**src/rtl/dma2d_pkg.sv**
```systemverilog
package dma2d_pkg;
  typedef enum logic [0:0] {
    LANE_SRC = 1'b0,
    LANE_DST = 1'b1
  } lane_e;

  localparam int NUM_LANES = 2;
endpackage

```
**src/rtl/dma2d_seq.sv**
```systemverilog
module dma2d_seq #(
  parameter int LW = 16,
  parameter int RW = 11
) (
  input  logic          clk,
  input  logic          rst_n,
  input  logic          start,
  input  logic          step,
  input  logic [LW-1:0] blk_bytes,
  input  logic [LW-1:0] burst_bytes,
  input  logic [RW-1:0] rpt_m1,
  output logic          load_ev,
  output logic          adv_ev,
  output logic          fin_ev,
  output logic          last_burst,
  output logic [LW-1:0] cur_len,
  output logic          busy,
  output logic          burst_start,
  output logic          blk_end,
  output logic          done
);
  logic [LW-1:0] blk_q, bur_q, remain;
  logic [RW-1:0] blk_left;
  logic          last_blk;

  // burst length: whatever is smaller, the burst size or the bytes left
  function automatic logic [LW-1:0] burst_len(input logic [LW-1:0] left,
                                              input logic [LW-1:0] bur);
    return (left < bur) ? left : bur;
  endfunction

  assign load_ev    = start & ~busy;
  assign adv_ev     = step & busy;
  assign cur_len    = burst_len(remain, bur_q);
  assign last_burst = (remain <= bur_q);
  assign last_blk   = (blk_left == '0);
  assign fin_ev     = adv_ev & last_burst & last_blk;

  always_ff @(posedge clk or negedge rst_n) begin
    if (!rst_n) begin
      blk_q       <= '0;
      bur_q       <= '0;
      remain      <= '0;
      blk_left    <= '0;
      busy        <= 1'b0;
      burst_start <= 1'b0;
      blk_end     <= 1'b0;
      done        <= 1'b0;
    end else begin
      burst_start <= load_ev | (adv_ev & ~fin_ev);
      blk_end     <= adv_ev & last_burst;
      done        <= fin_ev;
      if (load_ev) begin
        blk_q    <= blk_bytes;
        bur_q    <= burst_bytes;
        remain   <= blk_bytes;
        blk_left <= rpt_m1;
        busy     <= 1'b1;
      end else if (adv_ev) begin
        if (fin_ev) begin
          busy <= 1'b0;
        end else if (last_burst) begin
          remain   <= blk_q;
          blk_left <= blk_left - 1'b1;
        end else begin
          remain <= remain - cur_len;
        end
      end
    end
  end

  AST_DONE_WITH_BLKEND: assert property (@(posedge clk) disable iff (!rst_n)
    done |-> blk_end);
  AST_DONE_DROPS_BUSY: assert property (@(posedge clk) disable iff (!rst_n)
    done |-> !busy);
  AST_STROBE_NOT_DONE: assert property (@(posedge clk) disable iff (!rst_n)
    !(burst_start && done));
  AST_IDLE_STEP_QUIET: assert property (@(posedge clk) disable iff (!rst_n)
    (!busy && !start) |=> (!burst_start && !blk_end && !done));
  AST_BLKEND_CONTINUES: assert property (@(posedge clk) disable iff (!rst_n)
    (blk_end && !done) |-> (busy && burst_start));
endmodule

```
**src/rtl/dma2d_lane.sv**
```systemverilog
module dma2d_lane #(
  parameter int AW  = 32,
  parameter int LW  = 16,
  parameter int BOW = 14,
  parameter int KOW = 17
) (
  input  logic                  clk,
  input  logic                  rst_n,
  input  logic                  load_ev,
  input  logic                  adv_ev,
  input  logic                  fin_ev,
  input  logic                  last_burst,
  input  logic [LW-1:0]         cur_len,
  input  logic [AW-1:0]         base,
  input  logic signed [BOW-1:0] burst_ofs,
  input  logic signed [KOW-1:0] blk_ofs,
  output logic [AW-1:0]         addr
);
  logic signed [BOW-1:0] burst_ofs_q;
  logic signed [KOW-1:0] blk_ofs_q;
  logic [AW-1:0]         jump;
  logic                  move_ev;

  function automatic logic [AW-1:0] ext_burst(input logic signed [BOW-1:0] v);
    return {{(AW-BOW){v[BOW-1]}}, v};
  endfunction

  function automatic logic [AW-1:0] ext_blk(input logic signed [KOW-1:0] v);
    return {{(AW-KOW){v[KOW-1]}}, v};
  endfunction

  // next address: end of the burst just done, plus the selected jump
  function automatic logic [AW-1:0] next_addr(input logic [AW-1:0] a,
                                              input logic [LW-1:0] len,
                                              input logic [AW-1:0] j);
    return a + {{(AW-LW){1'b0}}, len} + j;
  endfunction

  assign jump    = last_burst ? ext_blk(blk_ofs_q) : ext_burst(burst_ofs_q);
  assign move_ev = adv_ev & ~fin_ev;

  always_ff @(posedge clk or negedge rst_n) begin
    if (!rst_n) begin
      addr        <= '0;
      burst_ofs_q <= '0;
      blk_ofs_q   <= '0;
    end else if (load_ev) begin
      addr        <= base;
      burst_ofs_q <= burst_ofs;
      blk_ofs_q   <= blk_ofs;
    end else if (move_ev) begin
      addr <= next_addr(addr, cur_len, jump);
    end
  end

  AST_LANE_HOLD: assert property (@(posedge clk) disable iff (!rst_n)
    (!load_ev && !move_ev) |=> $stable(addr));
  AST_LANE_LOAD: assert property (@(posedge clk) disable iff (!rst_n)
    load_ev |=> (addr == $past(base)));
endmodule

```
**src/rtl/dma2d_rpt_agen.sv**
```systemverilog
module dma2d_rpt_agen #(
  parameter int AW  = 32,
  parameter int LW  = 16,
  parameter int RW  = 11,
  parameter int BOW = 14,
  parameter int KOW = 17
) (
  input  logic                  clk,
  input  logic                  rst_n,
  input  logic                  start,
  input  logic [AW-1:0]         src_base,
  input  logic [AW-1:0]         dst_base,
  input  logic [LW-1:0]         blk_bytes,
  input  logic [LW-1:0]         burst_bytes,
  input  logic [RW-1:0]         rpt_m1,
  input  logic signed [BOW-1:0] src_burst_ofs,
  input  logic signed [BOW-1:0] dst_burst_ofs,
  input  logic signed [KOW-1:0] src_blk_ofs,
  input  logic signed [KOW-1:0] dst_blk_ofs,
  input  logic                  step,
  output logic [AW-1:0]         src_addr,
  output logic [AW-1:0]         dst_addr,
  output logic                  busy,
  output logic                  burst_start,
  output logic                  blk_end,
  output logic                  done
);
  import dma2d_pkg::*;

  logic          load_ev, adv_ev, fin_ev, last_burst;
  logic [LW-1:0] cur_len;

  logic [AW-1:0]         base_a  [NUM_LANES];
  logic signed [BOW-1:0] bofs_a  [NUM_LANES];
  logic signed [KOW-1:0] kofs_a  [NUM_LANES];
  logic [AW-1:0]         addr_a  [NUM_LANES];

  assign base_a[LANE_SRC] = src_base;
  assign base_a[LANE_DST] = dst_base;
  assign bofs_a[LANE_SRC] = src_burst_ofs;
  assign bofs_a[LANE_DST] = dst_burst_ofs;
  assign kofs_a[LANE_SRC] = src_blk_ofs;
  assign kofs_a[LANE_DST] = dst_blk_ofs;
  assign src_addr = addr_a[LANE_SRC];
  assign dst_addr = addr_a[LANE_DST];

  dma2d_seq #(.LW(LW), .RW(RW)) u_seq (
    .clk(clk), .rst_n(rst_n), .start(start), .step(step),
    .blk_bytes(blk_bytes), .burst_bytes(burst_bytes), .rpt_m1(rpt_m1),
    .load_ev(load_ev), .adv_ev(adv_ev), .fin_ev(fin_ev),
    .last_burst(last_burst), .cur_len(cur_len), .busy(busy),
    .burst_start(burst_start), .blk_end(blk_end), .done(done)
  );

  for (genvar g = 0; g < NUM_LANES; g++) begin : g_lane
    dma2d_lane #(.AW(AW), .LW(LW), .BOW(BOW), .KOW(KOW)) u_lane (
      .clk(clk), .rst_n(rst_n), .load_ev(load_ev), .adv_ev(adv_ev),
      .fin_ev(fin_ev), .last_burst(last_burst), .cur_len(cur_len),
      .base(base_a[g]), .burst_ofs(bofs_a[g]), .blk_ofs(kofs_a[g]),
      .addr(addr_a[g])
    );
  end

  AST_FINAL_NO_JUMP: assert property (@(posedge clk) disable iff (!rst_n)
    fin_ev |=> ($stable(src_addr) && $stable(dst_addr)));
  AST_BUSY_START_IGNORED: assert property (@(posedge clk) disable iff (!rst_n)
    (busy && start && !step) |=> ($stable(src_addr) && !burst_start));
endmodule

```
**config.mk**
```make
export PLATFORM = sky130hd
export DESIGN_NAME = dma2d_rpt_agen
export DESIGN_NICKNAME = d
export VERILOG_FILES = /design/src/rtl/dma2d_pkg.sv /design/src/rtl/dma2d_seq.sv /design/src/rtl/dma2d_lane.sv /design/src/rtl/dma2d_rpt_agen.sv
export SDC_FILE = /design/constraint.sdc
export NUM_CORES = 1
export LEC_CHECK = 0
export ABC_CLOCK_PERIOD_IN_PS = 7700
export BUFFER_PORTS_ARGS = -buffer_cell sky130_fd_sc_hd__buf_2
export CORE_ASPECT_RATIO = 1.2
export CORE_MARGIN = 4
export CORE_UTILIZATION = 57
export CTS_CLUSTER_SIZE = 20
export DETAILED_ROUTE_END_ITERATION = 8
export GPL_TIMING_DRIVEN = 0
export PLACE_DENSITY_LB_ADDON = 0.12
export SETUP_SLACK_MARGIN = 0.05
export SLEW_MARGIN = 40
export SYNTH_ARGS = -nofsm -noshare
export SYNTH_HDL_FRONTEND = slang
export SYNTH_SLANG_ARGS = --single-unit
```
**constraint.sdc**
```tcl
create_clock -name clk -period 7.7 [get_ports clk]
set_clock_uncertainty 0.2 [all_clocks]
set_input_delay 0.77 -clock clk [delete_from_list [all_inputs] [get_ports clk]]
set_output_delay 0.77 -clock clk [all_outputs]
set_load 0.005 [all_outputs]
```
==> results <==
- Max-cap violations in this run came to 0.
- The minimum clock period is 6.88 ns.
- By instance count, the leading cell after synthesis is sky130_fd_sc_hd__nand2_1.
- The post-synthesis cell count is 1558.
- In the final routing, the length of wire on met1 measures between 15000 and 20000 µm.
- Port buffering added 240 buffers.
- The uppermost layer routed is met4.
- The first-pass GRT wire length is around 64000 µm.
- The count of flip-flops with a built-in enable after synthesis is 0.
- Ranked by total cell area, the synthesized netlist is headed by sky130_fd_sc_hd__dfrtp_1 35%, sky130_fd_sc_hd__ha_1 11%, sky130_fd_sc_hd__nand2_1 9.5%, sky130_fd_sc_hd__fa_1 5.2%, sky130_fd_sc_hd__o21ai_0 3.9%.
- The data arrival at the endpoint of the critical path is 7.00 ns.
- The kind of launch point of the worst setup path is a register.
- Dividing the final minimum period by the clock period gives 89.3%.
- The level count of the clock H-tree is 4.
- The CTS root buffer is sky130_fd_sc_hd__clkbuf_16.
- The hold-fix buffer count after cts is 0.
- For this run, asynchronously set or reset flops after synthesis account for 100%.
- At the end of the flow the core is filled with cells to between 60% and 70%.
- At the pin with the least slew margin, the transition time is 0.959 ns.
- After the last flow step, the layout net total stands at approximately 2100.
- The number of buffers added by the clock tree synthesis step is 17.
- For this design the top-level I/O count stands at 241.
- Across all layers, the routed design uses 12300 vias.
- In this run the core area contains 61 standard-cell rows.
- The flip-flop and latch count after synthesis is approximately 190.
- Setup repair after global routing left no endpoint under its margin.
- The area share of the leading cell type in the synthesized netlist is 35.2%.
- The total inserted antenna cells is 0.
- In the final timing run, aggregate negative setup slack is 0 ns.
- The horizontal die dimension is 148 µm.
- The number of library cell types mapped by synthesis is 79.
- The clock latency reported for the late side of the worst-skew pair is around 0.45 ns.
- The height of the die is 176 µm.
- OpenSTA, run right after detailed placement, puts the worst setup slack at 0.926 ns.
- The total overflow left after global routing is 0.
- The final routed DRC violation total is 0.
- The ratio of cells with drive above 1 in the final layout is 17.5%.
- The post-synthesis average cell area is 8.63 µm².
- After filler insertion, the fill cell instance count of the layout stands at between 2000 and 2500.
- The relative slew slack is 36.1%.
- After detailed routing, the met3 layer carries 3350 µm of wire.
- After clock tree synthesis, the clock-pin slew on the worst setup and hold paths is 0.08 ns.
- The mapped netlist covers 13500 µm².
- The number of antenna violations at the first check in global routing is 0.
- During synthesis, Yosys emitted a total of 0 warnings.
- The congestion estimate from routability-driven global placement came to 0.918.
- The clock sink count is 189.
- Dividing the detail-routed wire length by the instance count gives 19.0 µm.
- For this configuration, the core starts out at a cell density of 58.0%.
- The count of routing violations after the opening detailed-route iteration is slightly below 900.
- The run finished with clean final reports.
- The maximum buffer depth of the clock tree is 2.
- The placed instances occupy a cell area of 15100 µm².
- Setup violations remaining at the end of the flow were counted as 0.
- The top fanout value on the critical path is 10.
- The number of buffers added for setup after CTS is 0.
- The kind of end point of the critical path is a register.
- The class of the most critical setup path is register to register.
- The global-route usage over all layers is 31.7%.
- Among all flip-flop cells after synthesis, the most frequent one is sky130_fd_sc_hd__dfrtp_1.
- The final-report max-slew violation count came to 0.
- The HPWL after detailed placement is 32000 µm.
- The largest net degree at the start of global routing is 70.
- The share of the Yosys chip area taken by registers is 35.2%.
- The total die area is approximately 26000 µm².
- The biggest area contributor in the post-synthesis netlist is sky130_fd_sc_hd__dfrtp_1.
- Ranked by instance count, the synthesized netlist is headed by 340 x sky130_fd_sc_hd__nand2_1, 189 x sky130_fd_sc_hd__dfrtp_1, 135 x sky130_fd_sc_hd__inv_1.
- After detailed routing, the met2 layer carries 19400 µm of wire.
- The TritonCTS clock tree is yes.
- The smallest setup slack after layout is around 0.8 ns.
- After detailed routing, the number of vias per cell comes to 5.73.
- The synthesis-to-finish area growth is 16.8%.
- The count of endpoints failing hold in the final timing report is 0.
- The number of nets with antenna violations after detailed routing is 0.
- Data on the critical path is required at its endpoint by slightly below 8 ns.
- The post-route standard cell area excluding fillers is 15700 µm².
- Wires add up to roughly 40000 µm.
- Gates resized during post-CTS repair numbered 0.
- The path type of the worst min-delay path is primary input to asynchronous set/reset pin.
- For this run, the top clock speed supported by timing is between 0.1 and 0.15 GHz.
- The via count of the first global-routing pass was 12300.
- The pre-antenna-repair detailed-routing pass consisted of 8 iterations.
- The core box area is 23200 µm².
- The net count of the mapped netlist is between 1500 and 2000.
## flip-flops by register name, indices dropped and copies added, names as in the netlist
register,cells
u_seq.burst_start,1
u_seq.bur_q,16
g_lane.u_lane.burst_ofs_q,28
u_seq.done,1
u_seq.remain,16
u_seq.busy,1
u_seq.blk_q,16
g_lane.u_lane.addr,64
u_seq.blk_left,11
u_seq.blk_end,1
g_lane.u_lane.blk_ofs_q,34
## stage by stage
| stage | cells | hold slack [ns] |
|---|---|---|
| 6_report | 2147 | 0.0353 |
| 5_1_grt | 2147 | 0.0739 |
| 4_1_cts | 2147 | 0.0639 |
| 3_5_place_dp | 2115 | 0.262 |
| 3_3_place_gp | 2113 | 0.255 |
| 2_1_floorplan | 1558 | 0.240 |
## metal layers
layer	vias up	track usage, %
met3	85	4.85
met5	-	0
li1	5880	-
met2	505	53.5
met4	0	11.5
met1	5842	41.6
## cell families after synthesis
logic type      synth area share (%)
simple gates                    16.2
compound gates                  19.2
buf+inv                         6.05
flops                           35.2
fa+ha+maj                       16.6
xor+xnor                        4.49
mux                             2.37
## worst paths after layout
path / slack (ns) / to / from / cells past startpoint
worst max-delay path: 0.82 / g_lane[0].u_lane.addr[31] / u_seq.remain[9] / 24
worst min-delay path: 0.04 / u_seq.bur_q[2] / rst_n / 1
worst max register to register: 0.82 / g_lane[0].u_lane.addr[31] / u_seq.remain[9] / 24
worst min register to register: 0.28 / g_lane[0].u_lane.burst_ofs_q[12] / g_lane[0].u_lane.burst_ofs_q[12] / 2
max in group asynchronous: 6.54 / g_lane[0].u_lane.addr[28] / rst_n / 2
min in group clk: 0.28 / g_lane[0].u_lane.burst_ofs_q[12] / g_lane[0].u_lane.burst_ofs_q[12] / 2
## critical path, cell delays in order, from the launching register on
cell	delay (ns)
sky130_fd_sc_hd__dfrtp_1	0.44
sky130_fd_sc_hd__ha_1	0.33
sky130_fd_sc_hd__a21o_1	0.16
sky130_fd_sc_hd__a211oi_1	0.21
sky130_fd_sc_hd__o21ai_1	0.13
sky130_fd_sc_hd__a211oi_2	0.41
sky130_fd_sc_hd__a21o_1	0.13
sky130_fd_sc_hd__buf_4	0.20
sky130_fd_sc_hd__clkbuf_1	0.46
sky130_fd_sc_hd__buf_2	0.46
sky130_fd_sc_hd__mux2i_1	0.31
sky130_fd_sc_hd__fa_1	0.45
sky130_fd_sc_hd__inv_1	0.08
sky130_fd_sc_hd__ha_1	0.21
sky130_fd_sc_hd__inv_1	0.07
sky130_fd_sc_hd__fa_1	0.38
sky130_fd_sc_hd__nand2b_1	0.19
sky130_fd_sc_hd__a21oi_1	0.16
sky130_fd_sc_hd__o2111ai_1	0.19
sky130_fd_sc_hd__a31oi_1	0.47
sky130_fd_sc_hd__a21bo_2	0.26
sky130_fd_sc_hd__a21boi_1	0.11
sky130_fd_sc_hd__o41a_1	0.45
sky130_fd_sc_hd__xnor2_1	0.17
sky130_fd_sc_hd__o21ai_0	0.09
## cell usage in the layout, fill, tap and decap left out, types with 35 or more instances in the layout
master and n:
sky130_fd_sc_hd__clkbuf_1 42, sky130_fd_sc_hd__o21ai_0 105, sky130_fd_sc_hd__buf_2 252, sky130_fd_sc_hd__dfrtp_1 189
sky130_fd_sc_hd__fa_1 35, sky130_fd_sc_hd__a21oi_1 94, sky130_fd_sc_hd__inv_1 135, sky130_fd_sc_hd__ha_1 122
sky130_fd_sc_hd__xnor2_1 45, sky130_fd_sc_hd__a22oi_1 49, sky130_fd_sc_hd__nor2_1 71, sky130_fd_sc_hd__nand2_1 340
## cell type report
cell class	count	area [µm²]	share of cell area, %
timing repair buffer	242	1270	8.06
sequential	189	4730	30.1
clock inverter	15	168	1.07
inverter	136	510	3.25
buffer	65	304	1.94
clock buffer	17	425	2.71
tap	315	394	2.51
multi-input combinational	1168	7910	50.4
Power is left out: the tool's default activity adds up to more than one toggle a clock period on the data nets, which glitch-free logic cannot reach.
